File: config.mk
export PLATFORM = sky130hd
export DESIGN_NAME = avsw_status_irq
export DESIGN_NICKNAME = d
export VERILOG_FILES = /design/src/rtl/avsw_irq_pkg.sv /design/src/rtl/avsw_lvl_filter.sv /design/src/rtl/avsw_change_flags.sv /design/src/rtl/avsw_status_mux.sv /design/src/rtl/avsw_status_irq.sv
export SDC_FILE = /design/constraint.sdc
export NUM_CORES = 1
export LEC_CHECK = 0
export ABC_AREA = 0
export BUFFER_PORTS_ARGS = -buffer_cell sky130_fd_sc_hd__buf_2
export CAP_MARGIN = 5
export CORE_MARGIN = 3
export CORE_UTILIZATION = 55
export CTS_BUF_LIST = sky130_fd_sc_hd__clkbuf_4
export CTS_CLUSTER_SIZE = 40
export DETAILED_ROUTE_END_ITERATION = 10
export PLACE_DENSITY = 0.9
export SYNTH_ARGS = -nofsm -noshare
export SYNTH_HDL_FRONTEND = slang
export SYNTH_SLANG_ARGS = --single-unit
File: constraint.sdc
create_clock -name clk -period 1.9 [get_ports clk]
set_input_delay 0.095 -clock clk [delete_from_list [all_inputs] [get_ports clk]]
set_output_delay 0.095 -clock clk [all_outputs]
set_load 0.01 [all_outputs]
File: src/rtl/avsw_irq_pkg.sv
// Shared constants for the status change interrupt monitor.
// Assumes: five event sources, two-bit status address space.
package avsw_irq_pkg;

    localparam int NSRC = 5;

    // Event source positions inside the flag word and the mask.
    localparam int SRC_TV_LVL  = 0;
    localparam int SRC_VCR_LVL = 1;
    localparam int SRC_FSW     = 2;
    localparam int SRC_ACT     = 3;
    localparam int SRC_LOAD    = 4;

    // Three-level slow-switch code, plus the one unused pattern.
    typedef enum logic [1:0] {
        LVL_LOW  = 2'b00,
        LVL_MID  = 2'b01,
        LVL_HIGH = 2'b10,
        LVL_BAD  = 2'b11
    } lvl_e;

    // Status read addresses.
    localparam int ADDR_SW   = 0;
    localparam int ADDR_ACT  = 1;
    localparam int ADDR_FLAG = 2;

endpackage

File: src/rtl/avsw_lvl_filter.sv
// Run-length filter for one slow-switch comparator code.
// A valid code is latched once it has been seen on STABLE_N consecutive
// valid samples; code 11 is skipped without touching the run.
// Assumes: smp is synchronous to clk, STABLE_N >= 1.
module avsw_lvl_filter
    import avsw_irq_pkg::*;
#(
    parameter int STABLE_N = 4
) (
    input  logic       clk,
    input  logic       rst_n,
    input  logic [1:0] smp,
    output logic [1:0] lvl,
    output logic       chg
);

    localparam int CW = $clog2(STABLE_N + 1);

    logic [1:0]    cand;
    logic [CW-1:0] cnt;
    logic [CW-1:0] cnt_nxt;
    logic          valid;

    // Next run length and the latch decision for this sample.
    always_comb begin
        valid = (smp != LVL_BAD);
        if (smp == cand)
            cnt_nxt = (cnt == CW'(STABLE_N)) ? cnt : cnt + CW'(1);
        else
            cnt_nxt = CW'(1);
        chg = valid && (cnt_nxt == CW'(STABLE_N)) && (smp != lvl);
    end

    // Track the candidate run and latch the level when the run completes.
    always_ff @(posedge clk) begin
        if (!rst_n) begin
            cand <= LVL_LOW;
            cnt  <= '0;
            lvl  <= LVL_LOW;
        end else if (valid) begin
            cand <= smp;
            cnt  <= cnt_nxt;
            if (chg)
                lvl <= smp;
        end
    end

    // the invalid code never moves the latched level.
    a_r2_bad_code_ignored: assert property (@(posedge clk) disable iff (!rst_n)
        (smp == LVL_BAD) |=> (lvl == $past(lvl)));

    // the latched level is always one of the three legal codes.
    a_r2_level_legal: assert property (@(posedge clk) disable iff (!rst_n)
        lvl != LVL_BAD);

    // a reported change leaves the sampled code as the new level.
    a_r3_latch_takes_sample: assert property (@(posedge clk) disable iff (!rst_n)
        chg |=> (lvl == $past(smp)));

endmodule

File: src/rtl/avsw_change_flags.sv
// Sticky per-source change flags with a mask-gated, active-low interrupt.
// A set request always wins over a clear in the same cycle.
// Assumes: set_i bits are single-cycle or level requests, clr_i is one cycle.
module avsw_change_flags #(
    parameter int NSRC = 5
) (
    input  logic            clk,
    input  logic            rst_n,
    input  logic [NSRC-1:0] set_i,
    input  logic            clr_i,
    input  logic [NSRC-1:0] mask_i,
    output logic [NSRC-1:0] flags_o,
    output logic            irq_n_o
);

    // Hold, clear on acknowledge, and set on new events.
    always_ff @(posedge clk) begin
        if (!rst_n)
            flags_o <= '0;
        else
            flags_o <= (flags_o & ~{NSRC{clr_i}}) | set_i;
    end

    // Open-drain request: pull low while an enabled flag is pending.
    always_comb begin
        irq_n_o = ~|(flags_o & mask_i);
    end

    // a flag set in a cycle is present afterwards, even with a clear.
    a_r10_set_wins: assert property (@(posedge clk) disable iff (!rst_n)
        (|set_i) |=> ((flags_o & $past(set_i)) == $past(set_i)));

    // an acknowledge with no new event leaves no flag.
    a_r10_clear_all: assert property (@(posedge clk) disable iff (!rst_n)
        (clr_i && (set_i == '0)) |=> (flags_o == '0));

    // with no event, no clear and a steady mask, the request holds.
    a_r8_irq_steady: assert property (@(posedge clk) disable iff (!rst_n)
        (!clr_i && (set_i == '0)) |=> (!$stable(mask_i) || $stable(irq_n_o)));

endmodule

File: src/rtl/avsw_status_mux.sv
// Status read multiplexer: level word, activity word, flag word.
// Assumes: DW is wide enough for each word; unused bits read as zero.
module avsw_status_mux
    import avsw_irq_pkg::*;
#(
    parameter int NACT = 4,
    parameter int DW   = 8,
    parameter int AW   = 2
) (
    input  logic [AW-1:0]   addr,
    input  logic [1:0]      tv_lvl,
    input  logic [1:0]      vcr_lvl,
    input  logic            fsw,
    input  logic [NACT-1:0] act,
    input  logic [NSRC-1:0] flags,
    output logic [DW-1:0]   data
);

    // Select the addressed status word, zero-extended.
    always_comb begin
        data = '0;
        case (addr)
            AW'(ADDR_SW):   data[4:0]      = {fsw, vcr_lvl, tv_lvl};
            AW'(ADDR_ACT):  data[NACT-1:0] = act;
            AW'(ADDR_FLAG): data[NSRC-1:0] = flags;
            default:        data = '0;
        endcase
    end

endmodule

File: src/rtl/avsw_status_irq.sv
// Status change interrupt monitor for a dual-port audio/video switch.
// Filters both slow-switch codes, samples fast-switch and activity inputs,
// folds all change events into sticky flags and a masked active-low request.
// Assumes: all inputs synchronous to clk; load_chg bits are pulses.
module avsw_status_irq
    import avsw_irq_pkg::*;
#(
    parameter int STABLE_N = 4,
    parameter int NACT     = 4,
    parameter int NLOAD    = 2,
    parameter int DW       = 8,
    parameter int AW       = 2
) (
    input  logic             clk,
    input  logic             rst_n,
    input  logic [1:0]       tv_sw_code,
    input  logic [1:0]       vcr_sw_code,
    input  logic             vcr_fsw,
    input  logic [NACT-1:0]  act_in,
    input  logic [NLOAD-1:0] load_chg,
    input  logic [NSRC-1:0]  irq_mask,
    input  logic             rd_en,
    input  logic [AW-1:0]    rd_addr,
    output logic [DW-1:0]    rd_data,
    output logic             irq_n
);

    localparam int NPORT = 2;

    logic [1:0]      code_arr [NPORT];
    logic [1:0]      lvl_arr  [NPORT];
    logic [NPORT-1:0] chg_arr;
    logic            fsw_q;
    logic [NACT-1:0] act_q;
    logic [NSRC-1:0] set_vec;
    logic [NSRC-1:0] flags;
    logic            ack;

    // Port order of the slow-switch filters: TV first, then VCR.
    always_comb begin
        code_arr[0] = tv_sw_code;
        code_arr[1] = vcr_sw_code;
    end

    for (genvar g = 0; g < NPORT; g++) begin : g_port
        avsw_lvl_filter #(.STABLE_N(STABLE_N)) u_flt (
            .clk   (clk),
            .rst_n (rst_n),
            .smp   (code_arr[g]),
            .lvl   (lvl_arr[g]),
            .chg   (chg_arr[g])
        );
    end

    // Sample the fast-switch and activity inputs for change detection.
    always_ff @(posedge clk) begin
        if (!rst_n) begin
            fsw_q <= 1'b0;
            act_q <= '0;
        end else begin
            fsw_q <= vcr_fsw;
            act_q <= act_in;
        end
    end

    // Gather one event per source and decode the acknowledge read.
    always_comb begin
        set_vec              = '0;
        set_vec[SRC_TV_LVL]  = chg_arr[0];
        set_vec[SRC_VCR_LVL] = chg_arr[1];
        set_vec[SRC_FSW]     = vcr_fsw ^ fsw_q;
        set_vec[SRC_ACT]     = |(act_in ^ act_q);
        set_vec[SRC_LOAD]    = |load_chg;
        ack                  = rd_en && (rd_addr == AW'(ADDR_FLAG));
    end

    avsw_change_flags #(.NSRC(NSRC)) u_flags (
        .clk     (clk),
        .rst_n   (rst_n),
        .set_i   (set_vec),
        .clr_i   (ack),
        .mask_i  (irq_mask),
        .flags_o (flags),
        .irq_n_o (irq_n)
    );

    avsw_status_mux #(.NACT(NACT), .DW(DW), .AW(AW)) u_mux (
        .addr    (rd_addr),
        .tv_lvl  (lvl_arr[0]),
        .vcr_lvl (lvl_arr[1]),
        .fsw     (fsw_q),
        .act     (act_q),
        .flags   (flags),
        .data    (rd_data)
    );

    // the request is only ever driven while some source is enabled.
    a_r8_irq_needs_mask: assert property (@(posedge clk) disable iff (!rst_n)
        !irq_n |-> (|irq_mask));

    // a fast-switch transition leaves its flag set.
    a_r5_fsw_flags: assert property (@(posedge clk) disable iff (!rst_n)
        (vcr_fsw != fsw_q) |=> flags[SRC_FSW]);

    // a load-sense pulse leaves its flag set.
    a_r7_load_flags: assert property (@(posedge clk) disable iff (!rst_n)
        (|load_chg) |=> flags[SRC_LOAD]);

endmodule

==> qor.csv, run 1 <==
stage,metric,value,unit
status,run status,finished with violations,
status,failing checks,hold timing,
power,maximum VDD drop,0.000415,V
place,Area after DPL,1420,µm²
global_routing,global-route wire length before repair,4.40,mm
detailed_routing,routed vias,1111,
cells_and_area,Area Growth Syn to Fin,12.2,%
cells_and_area,ratio of cells with drive above 1 in the final layout,18.7,%
worst_setup_path,R2R setup slack,0.33,ns
cts,Longest Clk Path Bufs,2,
cts,clock latency on the worst-skew pair,0.31,ns
sta,skew final,0.00761,ns
power,PwrDens,640,nW/µm²
cts,root buf cell,clkbuf_4,
worst_setup_path,Critical Path RT,2.14,ns
detailed_routing,DRT iter0 DRCs,18,
worst_setup_path,critical path arrival,1.81,ns
logic_synthesis,synth unique cells,40,
sta,Setup-failing EPs final,0,
global_routing,vias in the first global route,1096,
detailed_routing,1st-pass router iterations,4,
worst_setup_path,reg2reg path depth,6,
sta,Max Slew Vio Count,0,
sta,fmax,0.639,GHz
place,dpl hpwl,2.02,mm
cells_and_area,Final #Nets,197,
worst_setup_path,Critical Path Source Type,register,
die,Die X,54.5,µm
worst_setup_path,Crit. End Element,register,
place,port bufs,26,
hold_path,Worst Hold Class,primary input to register,
cells_and_area,Final Cell Area,1450,µm²
cts,total CTS buffers,3,
sta,fin crit period,1.57,ns
worst_setup_path,worst r2r src,g_port[0].u_flt.cnt[0],
logic_synthesis,cells after synthesis,146,
sta,"Hold Vio Cnt, Final",1,
cts,Post-CTS Hold Buffers,0,
die,Die H,54.5,µm
logic_synthesis,"Cell Area, Synth",1290,µm²
die,initial core utilization,61.6,%
detailed_routing,top sig layer,met4,
hold_path,hold path cells,3,
worst_setup_path,Reg-to-Reg End,g_port[0].u_flt.lvl[1],
power,Lkg Pwr,0.627,nW
global_routing,largest net degree at the start of global routing,20,
detailed_routing,post-route ant nets,0,
worst_setup_path,crit path to,g_port[0].u_flt.lvl[1],
logic_synthesis,YS warnings,0,
sta,TNS Setup,0,ns
detailed_routing,met3 wire length,153,µm
detailed_routing,drt total wl,2.59,mm
global_routing,gr usage total,20.0,%
worst_setup_path,Crit Path Max Fanout,5,
detailed_routing,met1 wire length,1.24,mm
detailed_routing,routed length per instance,13.1,µm
global_routing,grt ovf,0,
flow_run,max-cap viol count,0,
die,die area,2970,µm²
cts,Worst-path clk slew,0.13,ns
cells_and_area,diodes inserted,0,
sta,worst hold margin,-0.00147,ns
cts,TritonCTS Sinks,24,
sta,RSZ-0062 raised after global routing,no,
worst_setup_path,critical path launch point,g_port[0].u_flt.cnt[0],
die,IO Pins,30,
sta,Final period util,82.4,%
die,row count,16,
logic_synthesis,"Seq/Total Area, Yosys",37.1,%
cts,CTS tree,done,
cts,post-CTS setup buffer count,0,
logic_synthesis,Synth Register Bits,24,
global_routing,antenna violations before repair,0,
detailed_routing,DR WL met2,1.17,mm
worst_setup_path,Crit Path Class,register to register,
die,Core Area,2100,µm²
place,gpl congestion,0.855,
logic_synthesis,Mean Syn Cell Area,8.87,µm²
cts,Post-CTS Resized,0,
detailed_routing,DR DRC count,0,
cts,H-tree Lvls,1,
detailed_routing,Via-to-Cell Ratio,5.61,
flip-flops by register name (all words and copies together), names as in the netlist:
name and cells:
u_flags.flags_o 5, fsw_q 1, g_port.u_flt.cand 4, act_q 4, g_port.u_flt.cnt 6, g_port.u_flt.lvl 4
how the worst min path moves through the flow:
stage                         from                      end  slack (ns)
floorplan           vcr_sw_code[1]  g_port[1].u_flt.cand[0]        0.18
global placement       load_chg[1]       u_flags.flags_o[4]        0.31
detailed placement     load_chg[0]       u_flags.flags_o[4]        0.32
CTS                    load_chg[0]       u_flags.flags_o[4]      0.0001
global route             act_in[2]                 act_q[2]       0.007
finish                 load_chg[0]       u_flags.flags_o[4]      -0.001
metrics by stage:
stage | hold slack [ns] | setup WS (ns) | utilization [%] | cells | power, mW
2_1_floorplan | 0.184 | 0.513 | - | 148 | 0.663
3_3_place_gp | 0.306 | 0.459 | 67.4 | 193 | 0.704
3_5_place_dp | 0.321 | 0.382 | 67.4 | 193 | 0.711
4_1_cts | 0.0000991 | 0.344 | 68.6 | 197 | 0.930
5_1_grt | 0.00740 | 0.237 | 69.1 | 198 | 0.971
6_report | -0.00147 | 0.334 | 69.1 | 198 | 0.930
final cells by class:
cell class | instances | area, µm²
multi-input combinational | 105 | 731
clock inverter | 1 | 3.75
sequential | 24 | 480
clock buffer | 3 | 22.5
tap | 27 | 33.8
timing repair buffer | 27 | 140
fill | 158 | 649
inverter | 11 | 41.3
layout by cell type, fill, tap and decap left out, types with 3 or more instances in the layout:
cell	n
a211oi_1	3
a21oi_1	10
and2_1	6
buf_2	26
clkbuf_4	3
conb_1	3
dfxtp_1	24
ha_1	4
inv_1	11
mux2i_1	9
nand2_1	20
nor2_1	5
nor2b_1	3
o21ai_0	5
xnor2_1	7
xor2_1	5
cell families (layout without fill, tap and decap cells):
| logic type | count (synthesis) | after routing | synth area share (%) |
|---|---|---|---|
| other | 1 | 3 | 0.290 |
| AND/OR/NAND/NOR | 44 | 44 | 17.4 |
| flip-flops | 24 | 24 | 37.1 |
| XOR/XNOR | 12 | 12 | 8.12 |
| adder cells (fa/ha/maj) | 4 | 4 | 3.86 |
| multiplexers | 9 | 9 | 6.96 |
| buffers and inverters | 19 | 42 | 7.05 |
| AO/OA/AOI/OAI | 33 | 33 | 19.2 |
cell usage after synthesis (all sizes together):
master	n	area [µm²]
and2	6	37.5
o211a	1	10.0
a211oi	3	22.5
nand3	2	10.0
mux2i	9	90.1
o21a	1	7.51
and4b	1	10.0
xor2	5	43.8
o21ai	5	25.0
o211ai	1	7.51
nor3	1	5.00
ha	4	50.1
o31ai	2	33.8
o32ai	1	8.76
inv	11	41.3
a32oi	1	8.76
and3	1	6.26
nand3b	2	15.0
a21oi	10	50.1
a41oi	1	8.76
dfxtp	24	480
a31oi	1	6.26
a2111oi	1	15.0
nand2	20	75.1
a221oi	1	8.76
buf	5	38.8
clkbuf	3	11.3
nor2b	3	18.8
nand2b	1	6.26
a21boi	1	7.51
xnor2	7	61.3
o32a	1	10.0
nor2	5	18.8
nand4bb	2	22.5
a2bb2oi	1	8.76
a222oi	1	10.0
conb	1	3.75
power by group:
part           internal, mW  switching (mW)  total [mW]
Sequential            0.524          0.0200       0.544
Combinational        0.0734          0.0850       0.158
Clock                0.0767           0.151       0.227
Total                 0.674           0.256       0.930
critical path, stage by stage (launching register included):
cell	delay, ns
dfxtp_1	0.42
inv_1	0.07
ha_1	0.21
nand2_1	0.13
xnor2_1	0.13
and4b_1	0.29
mux2i_1	0.24
layer usage:
metal | vias up | global-route usage, %
li1 | 552 | -
met1 | 515 | 22.5
met2 | 39 | 36.9
met3 | 5 | 3.81
met4 | 0 | 7.05
met5 | - | 0
(Power assumes the default switching activity.)
==> run 2, diff against run 1 <==
- CORE_UTILIZATION: 55 -> 50
- PLACE_DENSITY: 0.9 -> 0.87
- clock period: 1.9 -> 1.4 ns (I/O delays scaled with it)
==> run 2 against run 1 <==
  * The flow finishes with violations (setup timing)
  * Critical endpoint is now g_port[1].u_flt.lvl[1]
  * Fmax grew 6.7%
  * Critical path depth shrank 1
  * Largest cell class unchanged
  * Final cell count up 6.1%
  * Cell area increased by 13%
  * Sequential share of layout area is 3.1 points lower
  * Via count rose by 6.3%
  * Global-route usage decreased by 1.9 points
  * Die area up 8.9%
  * Setup slack got worse by 0.40 ns
  * First-iteration DRC count grew 130%
  * Hold slack gained 0.0072 ns
  * Combinational power grew 82%
==> qor.csv, run 2 (synthesized netlist as in run 1, its figures left out) <==
stage,metric,value,unit,change
detailed_routing,1st-pass router iterations,4,,unchanged
global_routing,global-route wire length before repair,4.64,mm,+5.6%
place,Placed Cells,198,,+2.6%
cts,clock latency on the worst-skew pair,0.31,ns,about the same
global_routing,grt ovf,0,,unchanged
place,dpl hpwl,2.09,mm,+3.8%
cells_and_area,"commonest cells after routing, fill and taps aside","buf_2, nand2_1, dfxtp_1",,
sta,fmax,0.681,GHz,+6.7%
die,die area,3240,µm²,+8.9%
die,initial core utilization,55.3,%,-6.3 points
status,run status,finished with violations,,
cells_and_area,Multi-input gate area,815,µm²,+11%
worst_setup_path,"Buf+Inv Stages, Crit Path",1,,unchanged
cts,total CTS buffers,3,,unchanged
detailed_routing,routed vias,1181,,+6.3%
power,Lkg Pwr,0.701,nW,+12%
detailed_routing,routed length per instance,14.5,µm,+11%
cells_and_area,Filler cells,186,,+18%
detailed_routing,drt total wl,3.04,mm,+18%
worst_setup_path,"slowest stage delay, CP",0.41,ns,about the same
sta,Final period util,105,%,+22 points
cells_and_area,Finished Layout Cells,210,,+6.1%
global_routing,vias in the first global route,1086,,-0.91%
cts,CTS tree,done,,
global_routing,antenna violations before repair,0,,unchanged
worst_setup_path,critical path arrival,1.67,ns,-0.14 ns
power,Reg power frac,55.8,%,-2.7 points
power,clock network fraction of total power,22.4,%,-2.0 points
worst_setup_path,cell-by-cell trace of the critical path,"xor2_2, o31ai_4, o211ai_1, buf_4, mux2i_1",,
worst_setup_path,Crit Path Max Fanout,6,,+1
cells_and_area,Area Growth Syn to Fin,27.1,%,
hold_path,Worst Hold Class,primary input to register,,
cells_and_area,biggest registers after layout,"g_port.u_flt.cnt (6), u_flags.flags_o (5)",,
global_routing,largest net degree at the start of global routing,20,,unchanged
worst_setup_path,Crit. End Element,register,,
cts,Longest Clk Path Bufs,2,,unchanged
cells_and_area,max reg flops,6,,unchanged
global_routing,gr usage total,18.1,%,-1.9 points
cells_and_area,ratio of cells with drive above 1 in the final layout,35.2,%,+16 points
die,IO Pins,30,,unchanged
die,Die H,56.9,µm,+4.3%
power,switching share of power,27.6,%,+0.15 points
worst_setup_path,"Slowest-stage cell, CP",o31ai_4,,
sta,TNS Setup,-0.186,ns,-0.186 ns
worst_setup_path,Critical Path RT,1.61,ns,-0.53 ns
sta,"Hold Vio Cnt, Final",0,,-1
cells_and_area,Register Area,493,µm²,+2.6%
sta,fin crit period,1.47,ns,-0.0981 ns
detailed_routing,DRT iter0 DRCs,42,,+24
sta,fin worst setup slack,-0.0679,ns,-0.402 ns
detailed_routing,DR DRC count,0,,unchanged
sta,Setup-failing EPs final,4,,+4
power,Psw,365,µW,+43%
power,PwrDens,803,nW/µm²,+25%
cells_and_area,register with the most flip-flops,g_port.u_flt.cnt,,
cts,root buf cell,clkbuf_4,,
power,cell-internal power,957,µW,+42%
place,port bufs,26,,unchanged
cells_and_area,Final #Nets,209,,+6.1%
flow_run,max-cap viol count,0,,unchanged
sta,RSZ-0062 raised after global routing,yes,,
power,maximum VDD drop,0.000653,V,+57%
cells_and_area,"most common cell after layout, fill and taps aside",buf_2,,
die,row count,17,,+1
status,failing checks,setup timing,,
worst_setup_path,Crit Path Class,register to register,,
cts,TritonCTS Sinks,24,,unchanged
cts,Worst-path clk slew,0.12,ns,about the same
die,Die X,56.9,µm,+4.3%
sta,worst hold margin,0.00572,ns,+0.00719 ns
die,Core Area,2340,µm²,+11%
sta,skew final,0.00804,ns,+0.000434 ns
cts,H-tree Lvls,1,,unchanged
worst_setup_path,Worst path top cell family by delay,compound AO/OA/AOI/OAI gates,,
sta,Max Slew Vio Count,0,,unchanged
detailed_routing,post-route ant nets,0,,unchanged
worst_setup_path,Critical Path Source Type,register,,
detailed_routing,Via-to-Cell Ratio,5.62,,+0.23%
power,Comb pwr share,21.7,%,+4.7 points
place,gpl congestion,0.891,,+4.2%
cells_and_area,diodes inserted,0,,unchanged
==> run 2: power by group through the flow <==
| stage | sequential (mW) | combinational [mW] | clock (mW) |
|---|---|---|---|
| 2_1_floorplan | 0.748 | 0.152 | 0 |
| 3_3_place_gp | 0.748 | 0.220 | 0 |
| 6_report | 0.738 | 0.287 | 0.297 |
| 5_1_grt | 0.742 | 0.316 | 0.321 |
| 4_1_cts | 0.737 | 0.250 | 0.301 |
| 3_5_place_dp | 0.751 | 0.229 | 0 |
==> run 2: final cells by class <==
| cell class | instances | share of cell area, % |
|---|---|---|
| Timing Repair Buffer | 39 | 14.6 |
| Tap cell | 28 | 2.13 |
| Sequential cell | 24 | 29.9 |
| Inverter | 11 | 2.51 |
| Clock buffer | 3 | 1.37 |
| Multi-Input combinational cell | 105 | 49.5 |
==> run 2: per-layer routing <==
metal / routed length, µm / part of all wire [%] / vias up / global-route usage (%)
li1: - / - / 572 / -
met1: 1270 / 42 / 554 / 23.2
met2: 1530 / 50 / 47 / 29.5
met3: 191 / 6.3 / 8 / 2.53
met4: 54 / 1.8 / 0 / 8.61
met5: 0 / 0 / - / 0
==> run 2: path summary, 6_finish.rpt <==
kind | slack (ns) | startpoint | to | depth (start not counted)
min | 0.006 | act_in[0] | act_q[0] | 2
max reg2reg | -0.07 | g_port[1].u_flt.cand[0] | g_port[1].u_flt.lvl[1] | 5
max | -0.07 | g_port[1].u_flt.cand[0] | g_port[1].u_flt.lvl[1] | 5
min reg2reg | 0.51 | g_port[1].u_flt.cand[1] | g_port[1].u_flt.cand[1] | 2
==> run 2: timing repair <==
action	CTS	global route
hold buffers	5	0
setup buffers	2	2
endpoints found under the setup margin	7	9
resized for setup	10	19
endpoints found under the hold margin	4	0
pin swaps	2	7
==> run 2: stage by stage <==
step / util (%) / power, mW / worst slack [ns] / instance area, µm²
floorplan: - / 0.900 / 0.0128 / 1300
global placement: 61.9 / 0.968 / 0.0204 / 1450
detailed placement: 61.9 / 0.980 / -0.0408 / 1450
CTS: 66.5 / 1.29 / -0.0774 / 1560
global route: 70.4 / 1.38 / -0.151 / 1650
finish: 70.4 / 1.32 / -0.0679 / 1650
==> run 3, diff against run 2 <==
--- a/config.mk
+++ b/config.mk
@@ -10,9 +10,9 @@
 export CAP_MARGIN = 5
 export CORE_MARGIN = 3
-export CORE_UTILIZATION = 50
+export CORE_UTILIZATION = 55
 export CTS_BUF_LIST = sky130_fd_sc_hd__clkbuf_4
 export CTS_CLUSTER_SIZE = 40
 export DETAILED_ROUTE_END_ITERATION = 10
-export PLACE_DENSITY = 0.87
+export PLACE_DENSITY = 0.9
 export SYNTH_ARGS = -nofsm -noshare
 export SYNTH_HDL_FRONTEND = slang
==> constraint.sdc (replaced) <==
create_clock -name clk -period 1.5 [get_ports clk]
set_input_delay 0.15 -clock clk [delete_from_list [all_inputs] [get_ports clk]]
set_output_delay 0.15 -clock clk [all_outputs]
set_load 0.01 [all_outputs]
==> run 3 against run 2 <==
  * The flow still finishes with violations (setup timing)
  * Hold slack gained 0.055 ns
  * Count of clock-buffer cells in the layout did not move
  * Die area down 8.1%
  * Sequential share of layout area up 2.3 points
  * Via count fell by 3.5%
  * Flip-flop and latch count did not move
  * Clock skew decreased by 0.0017 ns
  * Combinational power shrank 21%
  * Routed wire length decreased by 9.1%
  * Global-route usage up 2.2 points
  * Register-to-register slack better by 0.14 ns
  * Critical path type is now register to output port
==> qor.csv, run 3 (synthesized netlist as in run 1, its figures left out) <==
stage,metric,value,unit,change
hold_path,Worst Hold Class,primary input to register,,
detailed_routing,routed vias,1140,,-3.5%
sta,fmax,0.643,GHz,
worst_setup_path,Critical Path Source Type,register,,
sta,Max Slew Vio Count,0,,unchanged
cts,TritonCTS Sinks,24,,unchanged
worst_setup_path,Crit. End Element,output port,,
cells_and_area,ratio of cells with drive above 1 in the final layout,27.8,%,-7.3 points
cells_and_area,"most common cell after layout, fill and taps aside",buf_2,,
detailed_routing,1st-pass router iterations,5,,+1
worst_setup_path,critical path arrival,1.41,ns,-0.26 ns
place,port bufs,26,,unchanged
cts,Worst-path clk slew,0.13,ns,about the same
cells_and_area,"commonest cells after routing, fill and taps aside","buf_2, nand2_1, dfxtp_1",,
power,maximum VDD drop,0.000638,V,-2.3%
global_routing,largest net degree at the start of global routing,20,,unchanged
power,PwrDens,786,nW/µm²,-2.2%
place,gpl congestion,0.808,,-9.4%
worst_setup_path,R2R setup slack,0.07,ns,+0.14 ns
worst_setup_path,crit path to,irq_n,,
detailed_routing,drt total wl,2.77,mm,-9.1%
die,IO Pins,30,,unchanged
status,run status,finished with violations,,
cells_and_area,Filler cells,141,,-24%
worst_setup_path,Crit Path Class,register to output port,,
flow_run,max-cap viol count,0,,unchanged
worst_setup_path,reg2reg path depth,7,,+2
power,Lkg Pwr,0.657,nW,-6.3%
die,Core Area,2100,µm²,-10%
worst_setup_path,Critical Path RT,1.35,ns,-0.26 ns
cells_and_area,Area Growth Syn to Fin,17.3,%,
global_routing,antenna violations before repair,0,,unchanged
cts,root buf cell,clkbuf_4,,
sta,fin worst setup slack,-0.0564,ns,+0.0115 ns
sta,RSZ-0062 raised after global routing,yes,,
cells_and_area,final core utilization,72.3,%,+1.9 points
cts,Longest Clk Path Bufs,2,,unchanged
die,die area,2970,µm²,-8.1%
detailed_routing,post-route ant nets,0,,unchanged
cts,clock latency on the worst-skew pair,0.31,ns,about the same
sta,TNS Setup,-0.0564,ns,+0.130 ns
detailed_routing,DR DRC count,0,,unchanged
cells_and_area,Final #Nets,202,,-3.3%
detailed_routing,Via-to-Cell Ratio,5.62,,-0.14%
die,initial core utilization,61.6,%,+6.3 points
cts,total CTS buffers,3,,unchanged
cts,H-tree Lvls,1,,unchanged
power,Total Power,1.19,mW,-9.7%
worst_setup_path,Reg-to-Reg End,g_port[1].u_flt.lvl[1],,
cells_and_area,register with the most flip-flops,g_port.u_flt.cnt,,
detailed_routing,routed length per instance,13.6,µm,-6.0%
sta,Final period util,104,%,
die,Die H,54.5,µm,-4.2%
worst_setup_path,worst r2r src,g_port[1].u_flt.cnt[0],,
cells_and_area,max reg flops,6,,unchanged
sta,fin crit period,1.56,ns,
cells_and_area,diodes inserted,0,,unchanged
worst_setup_path,Crit Path Max Fanout,3,,-3
die,row count,16,,-1
worst_setup_path,critical path launch point,u_flags.flags_o[0],,
place,dpl hpwl,2.02,mm,-3.3%
cts,CTS tree,done,,
detailed_routing,DRT iter0 DRCs,52,,+24%
sta,"Hold Vio Cnt, Final",0,,unchanged
sta,Setup-failing EPs final,1,,-3
die,Die X,54.5,µm,-4.2%
sta,skew final,0.00636,ns,-0.00168 ns
global_routing,global-route wire length before repair,4.36,mm,-6.1%
global_routing,gr usage total,20.3,%,+2.2 points
cts,Post-CTS Hold Buffers,0,,-5
hold_path,Hold Path Origin,load_chg[1],,
status,failing checks,setup timing,,
cells_and_area,biggest registers after layout,"g_port.u_flt.cnt (6), u_flags.flags_o (5)",,
global_routing,grt ovf,0,,unchanged
global_routing,vias in the first global route,1079,,-0.64%
-- run 3: changes by cell type in the layout (fill, tap and decap cells not counted), sizes merged --
cell	previous run	this run
buf	34	32
clkinv	0	1
dlygate4sd3	5	0
-- run 3: power breakdown --
| group | switching (mW) | internal [mW] | leakage [nW] |
|---|---|---|---|
| logic | 0.119 | 0.107 | 0.443 |
| clock network | 0.181 | 0.0971 | 0.0154 |
| registers | 0.0235 | 0.665 | 0.199 |
-- run 3: worst min-delay path by stage --
| stage | endpoint | slack [ns] | depth (start not counted) |
|---|---|---|---|
| 6_report | u_flags.flags_o[4] | 0.06 | 3 |
| 5_1_grt | act_q[1] | 0.06 | 2 |
| 4_1_cts | u_flags.flags_o[4] | 0.05 | 3 |
| 3_5_place_dp | u_flags.flags_o[4] | 0.38 | 3 |
| 3_3_place_gp | u_flags.flags_o[4] | 0.36 | 3 |
| 2_1_floorplan | g_port[1].u_flt.cand[0] | 0.24 | 1 |
-- run 3: critical path, cell delays in order, from the launching register on --
cell and delay (ns):
dfxtp_2 0.35, a222oi_1 0.29, inv_1 0.10, a221oi_2 0.19, buf_2 0.17
-- run 3: stage by stage --
stage	std cells	hold WS, ns	setup WS, ns	instance area (µm²)
detailed placement	196	0.379	0.000369	1440
CTS	200	0.0539	-0.0565	1470
global placement	196	0.363	0.115	1440
global route	203	0.0552	-0.181	1520
floorplan	148	0.239	0.113	1300
finish	203	0.0607	-0.0564	1520
-- run 3: final cells by class --
class                           instances  area [µm²]  area share, %
Sequential cell                        24         489           32.2
Clock inverter                          1        3.75          0.247
Inverter                               11        41.3           2.72
Multi-Input combinational cell        105         753           49.6
Clock buffer                            3        22.5           1.48
Tap cell                               27        33.8           2.22
Timing Repair Buffer                   32         175           11.5
-- run 3: layer usage --
metal | wire length [µm] | up-vias | global-route usage [%]
met5 | 0 | - | 0
met4 | 47 | 0 | 9.54
met3 | 181 | 6 | 2.45
met2 | 1340 | 49 | 37.6
met1 | 1200 | 524 | 22.7
li1 | - | 561 | -
-- run 3: timing repair --
action / 4_1_cts / 5_1_grt
pin swaps: 2 / 3
buffers inserted: 0 / 3
setup endpoints to repair: 3 / 7
gates resized for setup: 3 / 10
gates cloned: 0 / 0
hold endpoints to repair: 0 / 0
